--- src/rtl/smc_pkg.sv ---
package smc_pkg;

   typedef enum logic [1:0] {
      MODE_QUIET  = 2'd0,
      MODE_LISTEN = 2'd1,
      MODE_BEACON = 2'd2
   } smc_mode_e;

   localparam int unsigned NUM_BUTTONS = 3;
   localparam int unsigned BTN_QUIET   = 0;
   localparam int unsigned BTN_LISTEN  = 1;
   localparam int unsigned BTN_BEACON  = 2;

endpackage

--- src/rtl/smc_btn_cond.sv ---
module smc_btn_cond #(
   parameter int unsigned SYNC_STAGES     = 2,
   parameter int unsigned DEBOUNCE_CYCLES = 500000,
   parameter bit          ACTIVE_LOW      = 1'b0
) (
   input  logic clk,
   input  logic rst_n,
   input  logic btn_i,
   output logic press_o
);

   localparam int unsigned CNT_W = $clog2(DEBOUNCE_CYCLES + 1);
   localparam logic [CNT_W-1:0] CNT_LAST = CNT_W'(DEBOUNCE_CYCLES - 1);

   generate
      if (SYNC_STAGES < 2) begin : g_bad_sync
         $error("smc_btn_cond: SYNC_STAGES must be at least 2");
      end
      if (DEBOUNCE_CYCLES < 1) begin : g_bad_db
         $error("smc_btn_cond: DEBOUNCE_CYCLES must be at least 1");
      end
   endgenerate

   logic level;

   generate
      if (ACTIVE_LOW) begin : g_pol_low
         assign level = ~btn_i;
      end else begin : g_pol_high
         assign level = btn_i;
      end
   endgenerate

   logic [SYNC_STAGES-1:0] sync_q;
   logic                   clean;
   logic                   stable_q;
   logic [CNT_W-1:0]       cnt_q;
   logic                   press_q;

   always_ff @(posedge clk or negedge rst_n) begin
      if (!rst_n) begin
         sync_q <= '0;
      end else begin
         sync_q <= {sync_q[SYNC_STAGES-2:0], level};
      end
   end

   assign clean = sync_q[SYNC_STAGES-1];

   always_ff @(posedge clk or negedge rst_n) begin
      if (!rst_n) begin
         stable_q <= 1'b0;
         cnt_q    <= '0;
         press_q  <= 1'b0;
      end else begin
         press_q <= 1'b0;
         if (clean == stable_q) begin
            cnt_q <= '0;
         end else if (cnt_q == CNT_LAST) begin
            cnt_q    <= '0;
            stable_q <= clean;
            press_q  <= clean;
         end else begin
            cnt_q <= cnt_q + 1'b1;
         end
      end
   end

   assign press_o = press_q;

   // a press is a single-cycle event
   p_press_pulse_r10 : assert property (@(posedge clk) disable iff (!rst_n)
      press_q |=> !press_q);

   // a press only follows a completed debounce window
   p_press_needs_window_r10 : assert property (@(posedge clk) disable iff (!rst_n)
      (cnt_q != CNT_LAST) |=> !press_q);

endmodule

--- src/rtl/smc_mode_fsm.sv ---
module smc_mode_fsm
   import smc_pkg::*;
(
   input  logic      clk,
   input  logic      rst_n,
   input  logic      press_quiet_i,
   input  logic      press_listen_i,
   input  logic      press_beacon_i,
   output smc_mode_e mode_o
);

   smc_mode_e mode_q;
   smc_mode_e mode_d;

   always_comb begin
      mode_d = mode_q;
      if (press_quiet_i) begin
         mode_d = MODE_QUIET;
      end else if (press_listen_i) begin
         mode_d = MODE_LISTEN;
      end else if (press_beacon_i) begin
         mode_d = MODE_BEACON;
      end
   end

   always_ff @(posedge clk or negedge rst_n) begin
      if (!rst_n) begin
         mode_q <= MODE_QUIET;
      end else begin
         mode_q <= mode_d;
      end
   end

   assign mode_o = mode_q;

   p_quiet_wins_r9 : assert property (@(posedge clk) disable iff (!rst_n)
      press_quiet_i |=> (mode_q == MODE_QUIET));

   p_listen_over_beacon_r9 : assert property (@(posedge clk) disable iff (!rst_n)
      (press_listen_i && !press_quiet_i) |=> (mode_q == MODE_LISTEN));

   p_mode_holds_r10 : assert property (@(posedge clk) disable iff (!rst_n)
      !(press_quiet_i || press_listen_i || press_beacon_i) |=> $stable(mode_q));

   p_mode_legal_r1 : assert property (@(posedge clk) disable iff (!rst_n)
      mode_q != 2'd3);

endmodule

--- src/rtl/smc_led_latch.sv ---
module smc_led_latch #(
   parameter int unsigned DATA_W     = 8,
   parameter bit          ACTIVE_LOW = 1'b0
) (
   input  logic              clk,
   input  logic              rst_n,
   input  logic              load_en_i,
   input  logic              strobe_i,
   input  logic [DATA_W-1:0] data_i,
   output logic [DATA_W-1:0] led_o
);

   generate
      if (DATA_W < 1) begin : g_bad_w
         $error("smc_led_latch: DATA_W must be at least 1");
      end
   endgenerate

   logic [DATA_W-1:0] lit_q;

   always_ff @(posedge clk or negedge rst_n) begin
      if (!rst_n) begin
         lit_q <= '0;
      end else if (load_en_i && strobe_i) begin
         lit_q <= data_i;
      end
   end

   generate
      if (ACTIVE_LOW) begin : g_drive_low
         assign led_o = ~lit_q;
      end else begin : g_drive_high
         assign led_o = lit_q;
      end
   endgenerate

   p_led_load_r3 : assert property (@(posedge clk) disable iff (!rst_n)
      (load_en_i && strobe_i) |=> (lit_q == $past(data_i)));

   p_led_hold_r4 : assert property (@(posedge clk) disable iff (!rst_n)
      !(load_en_i && strobe_i) |=> $stable(lit_q));

endmodule

--- src/rtl/smc_tx_feeder.sv ---
module smc_tx_feeder #(
   parameter int unsigned       DATA_W  = 8,
   parameter logic [DATA_W-1:0] PATTERN = '1
) (
   input  logic              clk,
   input  logic              rst_n,
   input  logic              run_i,
   input  logic              ready_i,
   output logic              valid_o,
   output logic [DATA_W-1:0] data_o
);

   logic valid_q;
   logic valid_d;

   always_comb begin
      if (valid_q && ready_i) begin
         valid_d = run_i;
      end else begin
         valid_d = valid_q || run_i;
      end
   end

   always_ff @(posedge clk or negedge rst_n) begin
      if (!rst_n) begin
         valid_q <= 1'b0;
      end else begin
         valid_q <= valid_d;
      end
   end

   assign valid_o = valid_q;
   assign data_o  = valid_q ? PATTERN : '0;

   p_offer_kept_r8 : assert property (@(posedge clk) disable iff (!rst_n)
      (valid_q && !ready_i) |=> valid_q);

   p_no_start_r2 : assert property (@(posedge clk) disable iff (!rst_n)
      (!valid_q && !run_i) |=> !valid_q);

   p_back_to_back_r7 : assert property (@(posedge clk) disable iff (!rst_n)
      (valid_q && ready_i && run_i) |=> valid_q);

   p_data_pattern_r6 : assert property (@(posedge clk) disable iff (!rst_n)
      valid_q |-> (data_o == PATTERN));

endmodule

--- src/rtl/serial_mode_ctrl.sv ---
module serial_mode_ctrl
   import smc_pkg::*;
#(
   parameter int unsigned       DATA_W          = 8,
   parameter logic [DATA_W-1:0] TX_PATTERN      = 8'hFF,
   parameter int unsigned       SYNC_STAGES     = 2,
   parameter int unsigned       DEBOUNCE_CYCLES = 500000,
   parameter bit                BTN_ACTIVE_LOW  = 1'b0,
   parameter bit                LED_ACTIVE_LOW  = 1'b0
) (
   input  logic              clk,
   input  logic              rst_n,
   input  logic              btn_quiet_i,
   input  logic              btn_listen_i,
   input  logic              btn_beacon_i,
   input  logic [DATA_W-1:0] rx_data_i,
   input  logic              rx_valid_i,
   input  logic              tx_ready_i,
   output logic [DATA_W-1:0] led_o,
   output logic [DATA_W-1:0] tx_data_o,
   output logic              tx_valid_o
);

   logic [NUM_BUTTONS-1:0] btn_raw;
   logic [NUM_BUTTONS-1:0] press;
   smc_mode_e              mode;

   assign btn_raw[BTN_QUIET]  = btn_quiet_i;
   assign btn_raw[BTN_LISTEN] = btn_listen_i;
   assign btn_raw[BTN_BEACON] = btn_beacon_i;

   generate
      for (genvar b = 0; b < NUM_BUTTONS; b++) begin : g_btn
         smc_btn_cond #(
            .SYNC_STAGES     (SYNC_STAGES),
            .DEBOUNCE_CYCLES (DEBOUNCE_CYCLES),
            .ACTIVE_LOW      (BTN_ACTIVE_LOW)
         ) u_cond (
            .clk     (clk),
            .rst_n   (rst_n),
            .btn_i   (btn_raw[b]),
            .press_o (press[b])
         );
      end
   endgenerate

   smc_mode_fsm u_fsm (
      .clk            (clk),
      .rst_n          (rst_n),
      .press_quiet_i  (press[BTN_QUIET]),
      .press_listen_i (press[BTN_LISTEN]),
      .press_beacon_i (press[BTN_BEACON]),
      .mode_o         (mode)
   );

   smc_led_latch #(
      .DATA_W     (DATA_W),
      .ACTIVE_LOW (LED_ACTIVE_LOW)
   ) u_led (
      .clk       (clk),
      .rst_n     (rst_n),
      .load_en_i (mode == MODE_LISTEN),
      .strobe_i  (rx_valid_i),
      .data_i    (rx_data_i),
      .led_o     (led_o)
   );

   smc_tx_feeder #(
      .DATA_W  (DATA_W),
      .PATTERN (TX_PATTERN)
   ) u_tx (
      .clk     (clk),
      .rst_n   (rst_n),
      .run_i   (mode == MODE_BEACON),
      .ready_i (tx_ready_i),
      .valid_o (tx_valid_o),
      .data_o  (tx_data_o)
   );

   p_quiet_silent_r2 : assert property (@(posedge clk) disable iff (!rst_n)
      ((mode == MODE_QUIET) && !tx_valid_o) |=> !tx_valid_o);

   p_leds_frozen_r4 : assert property (@(posedge clk) disable iff (!rst_n)
      (mode != MODE_LISTEN) |=> $stable(led_o));

   p_beacon_offers_r6 : assert property (@(posedge clk) disable iff (!rst_n)
      (mode == MODE_BEACON) |=> tx_valid_o);

endmodule

--- config.mk ---
export PLATFORM = sky130hd
export DESIGN_NAME = serial_mode_ctrl
export DESIGN_NICKNAME = d
export VERILOG_FILES = /design/src/rtl/smc_pkg.sv /design/src/rtl/smc_btn_cond.sv /design/src/rtl/smc_mode_fsm.sv /design/src/rtl/smc_led_latch.sv /design/src/rtl/smc_tx_feeder.sv /design/src/rtl/serial_mode_ctrl.sv
export SDC_FILE = /design/constraint.sdc
export NUM_CORES = 1
export LEC_CHECK = 0
export ABC_AREA = 1
export CORE_ASPECT_RATIO = 1.25
export CORE_MARGIN = 4
export CORE_UTILIZATION = 53
export CTS_CLUSTER_DIAMETER = 150
export DETAILED_ROUTE_END_ITERATION = 8
export GPL_ROUTABILITY_DRIVEN = 1
export PLACE_DENSITY = 0.72
export RECOVER_POWER = 25
export SKIP_LAST_GASP = 1
export SLEW_MARGIN = 30
export SYNTH_ARGS = -nofsm -noshare
export SYNTH_HDL_FRONTEND = slang
export SYNTH_SLANG_ARGS = --single-unit
--- constraint.sdc ---
create_clock -name clk -period 1.4 [get_ports clk]
set_clock_uncertainty 0.15 [all_clocks]
set_input_delay 0.14 -clock clk [delete_from_list [all_inputs] [get_ports clk]]
set_output_delay 0.14 -clock clk [all_outputs]
set_load 0.01 [all_outputs]
After elaboration in Yosys (flattened, before gate mapping). Cells that the tools add are included.

Input port bits: 15. Bits in registers: 80.

Equality and inequality tests: 8. Add/subtract/negate cells: 3. Reduce and logical (&&, ||, !) cells: 7. Bitwise gates (word level): 3. Multiplexer cells: 17.

Operator list (count): 19-bit two-way mux (6); 19-bit by 1-bit adder with 19-bit output (second input constant) (3); 19-bit equality test (second input constant) (3); 8-bit two-way mux (1); 1-bit two-way mux (7); 2-bit two-way mux (3); 2-bit AND reduction (3); 1-bit equality test (3); 1-bit inverter (3); 3-bit nonzero test (1); 2-bit by 1-bit equality test with 1-bit output (second input constant) (1); 2-bit equality test (second input constant) (1); 1-bit logical AND (2); 1-bit logical OR (1).

Longest topological paths before layout.
Depth in word-level cells: 3. Gate-level depth with buffers: 8. Gate-level depth less buffers: 8.

By module. From an unflattened synthesis, not the netlist that was laid out.

Cell total of the unflattened synthesis: 507. Area, all modules: 4212.8 um^2.

By module, submodules not included: smc_btn_cond (times used 3, area each 1223.7 um^2, cells each 149); smc_led_latch (times used 1, area each 342.8 um^2, cells each 35); smc_tx_feeder (times used 1, area each 100.1 um^2, cells each 13); smc_mode_fsm (times used 1, area each 83.8 um^2, cells each 8); serial_mode_ctrl (times used 1, area each 15.0 um^2, cells each 4).

Least setup slack after synthesis. OpenSTA, ideal clock, no wires.

Path type: register -> register. From: register g_btn[2].u_cond.cnt_q[0]. To: register g_btn[2].u_cond.cnt_q[17]. Setup slack: -0.006 ns. Path buffers: 0. Period minus slack after synthesis: 1.406 ns. Library setup time: 0.123 ns. Cell stages (with the launch flop): 7. Arrival time: 1.133 ns. Cell sequence: dfrtp_1 ha_1 nand2_1 nor2_2 nand3_1 nand2_1 nor2_1.

Longest elaborated chain between the ends: 3.

RTL lines: start, declared (line smc_btn_cond.sv:37) `logic [CNT_W-1:0] cnt_q;`; start signal, assigned (line smc_btn_cond.sv:64) `cnt_q <= cnt_q + 1'b1;`; 19-bit by 1-bit adder with 19-bit output or 19-bit equality test (tied branches) (line smc_btn_cond.sv:64, smc_btn_cond.sv:59); 19-bit two-way mux (*) (line smc_btn_cond.sv:59) `end else if (cnt_q == CNT_LAST) begin`; 19-bit two-way mux (*) (line smc_btn_cond.sv:57) `if (clean == stable_q) begin`.

Every way passes the cells marked *; elsewhere a longest branch is shown, timed or not. A chain may end at the register's enable or synchronous reset.

Worst setup path in the final report.
From: register g_btn[0].u_cond.cnt_q[1]. To: register g_btn[0].u_cond.cnt_q[18].

Longest elaborated chain between the ends: 3.

RTL lines (line): start, declared (smc_btn_cond.sv:37); start signal, assigned (smc_btn_cond.sv:64); 19-bit by 1-bit adder with 19-bit output or 19-bit equality test (tied branches) (smc_btn_cond.sv:64, smc_btn_cond.sv:59); 19-bit two-way mux (*) (smc_btn_cond.sv:59); 19-bit two-way mux (*) (smc_btn_cond.sv:57).

Marked as above.

==> impl.org <==
** Finish
- Count of filler cells inserted in the layout :: 442
- Share of layout cells above drive strength 1 :: 39.5%
- Area growth from synthesis to final layout :: 49.2%
- Sequential cell area :: 0.00203 mm^2
- Final core utilization :: 80.8%
- Nets@finish :: 689
- The number of antenna diodes in the final layout is 0.
- In the layout the commonest cells are nor2_1 (103), nand2_1 (79), buf_4 (74), dfrtp_1 (59), inv_1 (57).
- Commonest non-fill, non-tap cell in the layout :: nor2_1
- Final Instance Count excl. Fillers :: 771
- Summing all multi-input logic gate instances after layout gives 0.00256 mm^2.

** Detailed routing
- Ratio of routed vias to standard cells :: 5.57
- The final route contains 4292 vias.
- Summed over all layers, the routed wires come to 12900 um.
- After the first detailed-routing iteration, the DRC count stood at 406.
- After detailed routing, the number of remaining DRC violations is 0.
- The detail route stage leaves a number of antenna-violating nets equal to 0.
- For this run, the detailed router's first-pass iteration total came to 8.
- After detailed routing, the average wire length per cell comes to 16.7 um.

** STA
- Transition time of the tightest slew-check pin :: 0.694 ns
- Dividing the final minimum period by the clock period gives 114%.
- Setup violations remaining at the end of the flow were counted as 47.
- Max-slew headroom :: 53.7%
- The worst path in the final design needs a cycle of 1.60 ns, including I/O delays and setup.
- Crit path setup slack, layout :: -0.198 ns
- Setup repair after global routing missed its margin :: true
- Final slew viol count :: 0
- The final-report hold violation count was 0.
- Top achievable clock speed :: 626 MHz

** Synthesis
- Sequential element share of the synthesized area :: 47.4%
- The synthesized design devotes to its leading area cell type 47.4% of total area.
- Cells after Synth :: 538
- Largest cells by area after synthesis :: dfrtp_1 (47%), nor2_1 (12%), nand2_1 (8.5%)
- Counting flops and latches in the post-synthesis netlist gives 80.
- The number of nets handed over by synthesis was 556.
- The largest total area in the synthesized netlist belongs to dfrtp_1.
- Yosys printed 0 warnings.
- Post-synthesis instance area :: 0.00422 mm^2
- Post-Syn Area per Cell :: 7.85 um^2
- The synthesized netlist contains 30 unique library cells.

** Setup path
- Endpoint kind of the worst setup timing path :: flip-flop
- The worst setup path is launched from a flip-flop.
- The setup path with the least slack is of type flip-flop to flip-flop.
- CP required :: 1.50 ns
- Along the worst path, the maximum fanout reaches 4.
- Data arrival at the endpoint of the critical path :: 1.70 ns

** Global routing
- Met1 usage :: 29.8%
- Total global routing overflow :: 0
- In the global route stage, met2 resource usage came out at 41.4%.
- Via count of the first global-routing pass :: 4145
- Global routing used 24.6% of the available tracks.
- The layer flagged by global routing as most heavily used is met2.
- Maximum number of pins on one net before global-route repair :: 49
- The number of antenna violations at the first check in global routing came to 0.
- The first global-routing pass estimated 18300 um of wire.
- Global routing consumed, on the met3 layer, 3.83% of the routing resources.

** Pwr
- Largest voltage drop on the vdd net :: 0.604 mV
- Total power density per cell area :: 727 mW/mm^2
- Leak Pwr :: 0.00282 uW

** Outcome
- Failing checks :: negative setup slack
- The flow ran to the end, but the final reports show violations.

** Floorplanning
- Rows :: 36
- Top-level I/O count :: 32
- The die covers 0.00947 mm^2.
- The initial utilization of the core area, before any placement, comes to 54.2%.
- Floorplan Core Area :: 0.00779 mm^2
- Horizontal die dimension :: 87.8 um
- Die extent in y :: 108 um

** Placed design
- GPL Wtd Cong :: 0.931
- Dpl cells :: 724
- Post-detail-place hpwl :: 7170 um
- Pre-CTS worst setup slack :: -0.166 ns
- The count of buffers added on input and output ports is 31.

** Clocking
- In this run the deepest clock path goes through 2 buffers.
- CTS root buffer :: clkbuf_8
- Counting the buffers created by CTS gives 9.
- For this design, the sink count on the clock tree is 80.
- CTS clk-pin slew, worst paths :: 0.09 ns
- Clock latency on the worst-skew pair :: 0.36 ns
- H-tree depth reported by CTS :: 3
- TritonCTS clock tree :: done

** Min path
- The min-delay analysis places its worst path in the category input pin to flip-flop.

** Run
- Max Cap Violations :: 0
[area by class of cell]
| cell class | count | share of cell area (%) |
|---|---|---|
| Multi-Input combinational cell | 386 | 40.6 |
| Inverter | 63 | 3.87 |
| Timing Repair Buffer | 131 | 17.9 |
| Clock buffer | 11 | 2.24 |
| Tap cell | 95 | 1.89 |
| Clock inverter | 5 | 1.27 |
| Sequential cell | 80 | 32.2 |
[worst paths after layout]
path                                                      from                                   end  slack (ns)  depth (start not counted)
min                                               btn_listen_i   g_btn[1].u_cond.sync_q[0]$_DFF_PN0_        0.19                          1
max                         g_btn[0].u_cond.cnt_q[1]$_DFF_PN0_   g_btn[0].u_cond.cnt_q[18]$_DFF_PN0_       -0.20                          8
min reg2reg                g_btn[0].u_cond.sync_q[0]$_DFF_PN0_   g_btn[0].u_cond.sync_q[1]$_DFF_PN0_        0.21                          0
max reg2reg                 g_btn[0].u_cond.cnt_q[1]$_DFF_PN0_   g_btn[0].u_cond.cnt_q[18]$_DFF_PN0_       -0.20                          8
max in group asynchronous                                rst_n  g_btn[2].u_cond.stable_q$_DFFE_PN0P_        0.15                          3
min in group asynchronous                                rst_n           u_fsm.mode_o[0]$_DFFE_PN0P_        0.25                          3
[sequential cells by signal, summed over array words and instances (netlist names)]
register / count
g_btn.u_cond.stable_q: 3
g_btn.u_cond.press_o: 3
u_led.led_o: 8
g_btn.u_cond.sync_q: 6
g_btn.u_cond.cnt_q: 57
u_tx.valid_o: 1
u_fsm.mode_o: 2
[synth_stat cells (all sizes together)]
| cell type | count |
|---|---|
| and2 | 3 |
| o21ai | 9 |
| nor2 | 151 |
| a21oi | 10 |
| nand2 | 105 |
| mux2 | 8 |
| nand3 | 41 |
| nor3b | 4 |
| dfrtp | 80 |
| and3 | 1 |
| xnor2 | 7 |
| o21bai | 2 |
| a211oi | 1 |
| inv | 63 |
| buf | 9 |
| nor3 | 8 |
| xor2 | 21 |
| o22ai | 1 |
| o21a | 1 |
| ha | 3 |
| nand4 | 10 |
[critical path: stages (launching register included)]
cell	delay, ns
dfrtp_1	0.41
ha_4	0.19
nand2_4	0.09
nor2_4	0.12
nand2_4	0.10
nor2_4	0.17
nand3_2	0.11
nand3_2	0.10
nor2_1	0.06
[timing repair]
item / in CTS / in global routing
hold buffers: 2 / 0
pin swaps: 32 / 54
endpoints found under the setup margin: 69 / 61
setup buffers: 14 / 15
gates resized for setup: 106 / 120
hold endpoints to repair: 80 / 0
gates cloned: 0 / 0
[report_power, final]
group	leakage [uW]	internal, uW	switching [uW]	total (uW)
clock network	0.000106	1050	866	1920
registers	0.00106	2340	35.4	2370
logic	0.00165	133	157	290
total	0.00282	3520	1060	4580
[cell families (layout without fill, tap and decap cells)]
family	after synthesis	after routing	share of synthesized area [%]
compound gates	24	24	3.11
xor+xnor	28	28	6.34
fa+ha+maj	3	3	0.889
simple gates	323	323	33.0
flops	80	80	47.4
buf+inv	72	210	7.14
mux	8	8	2.13
[per-layer routing]
layer | wire length, um | vias up | part of all wire, %
met2 | 6760 | 221 | 52
met3 | 766 | 69 | 5.9
met1 | 4760 | 2059 | 37
li1 | - | 1943 | -
met4 | 606 | 0 | 4.7
met5 | 0 | - | 0
[stage by stage]
step           TNS, ns  instance area, um^2  hold WS (ns)  total power, uW
5_1_grt          -6.90                 6300         0.183             4730
3_5_place_dp     -4.20                 5140        -0.178             2610
3_3_place_gp     -2.30                 5140        -0.178             2600
4_1_cts          -3.10                 5750        0.0729             4520
6_report         -3.71                 6300         0.189             4580
2_1_floorplan        0                 4230        -0.306             2470
No activity file was read; power rests on OpenSTA's default activity.
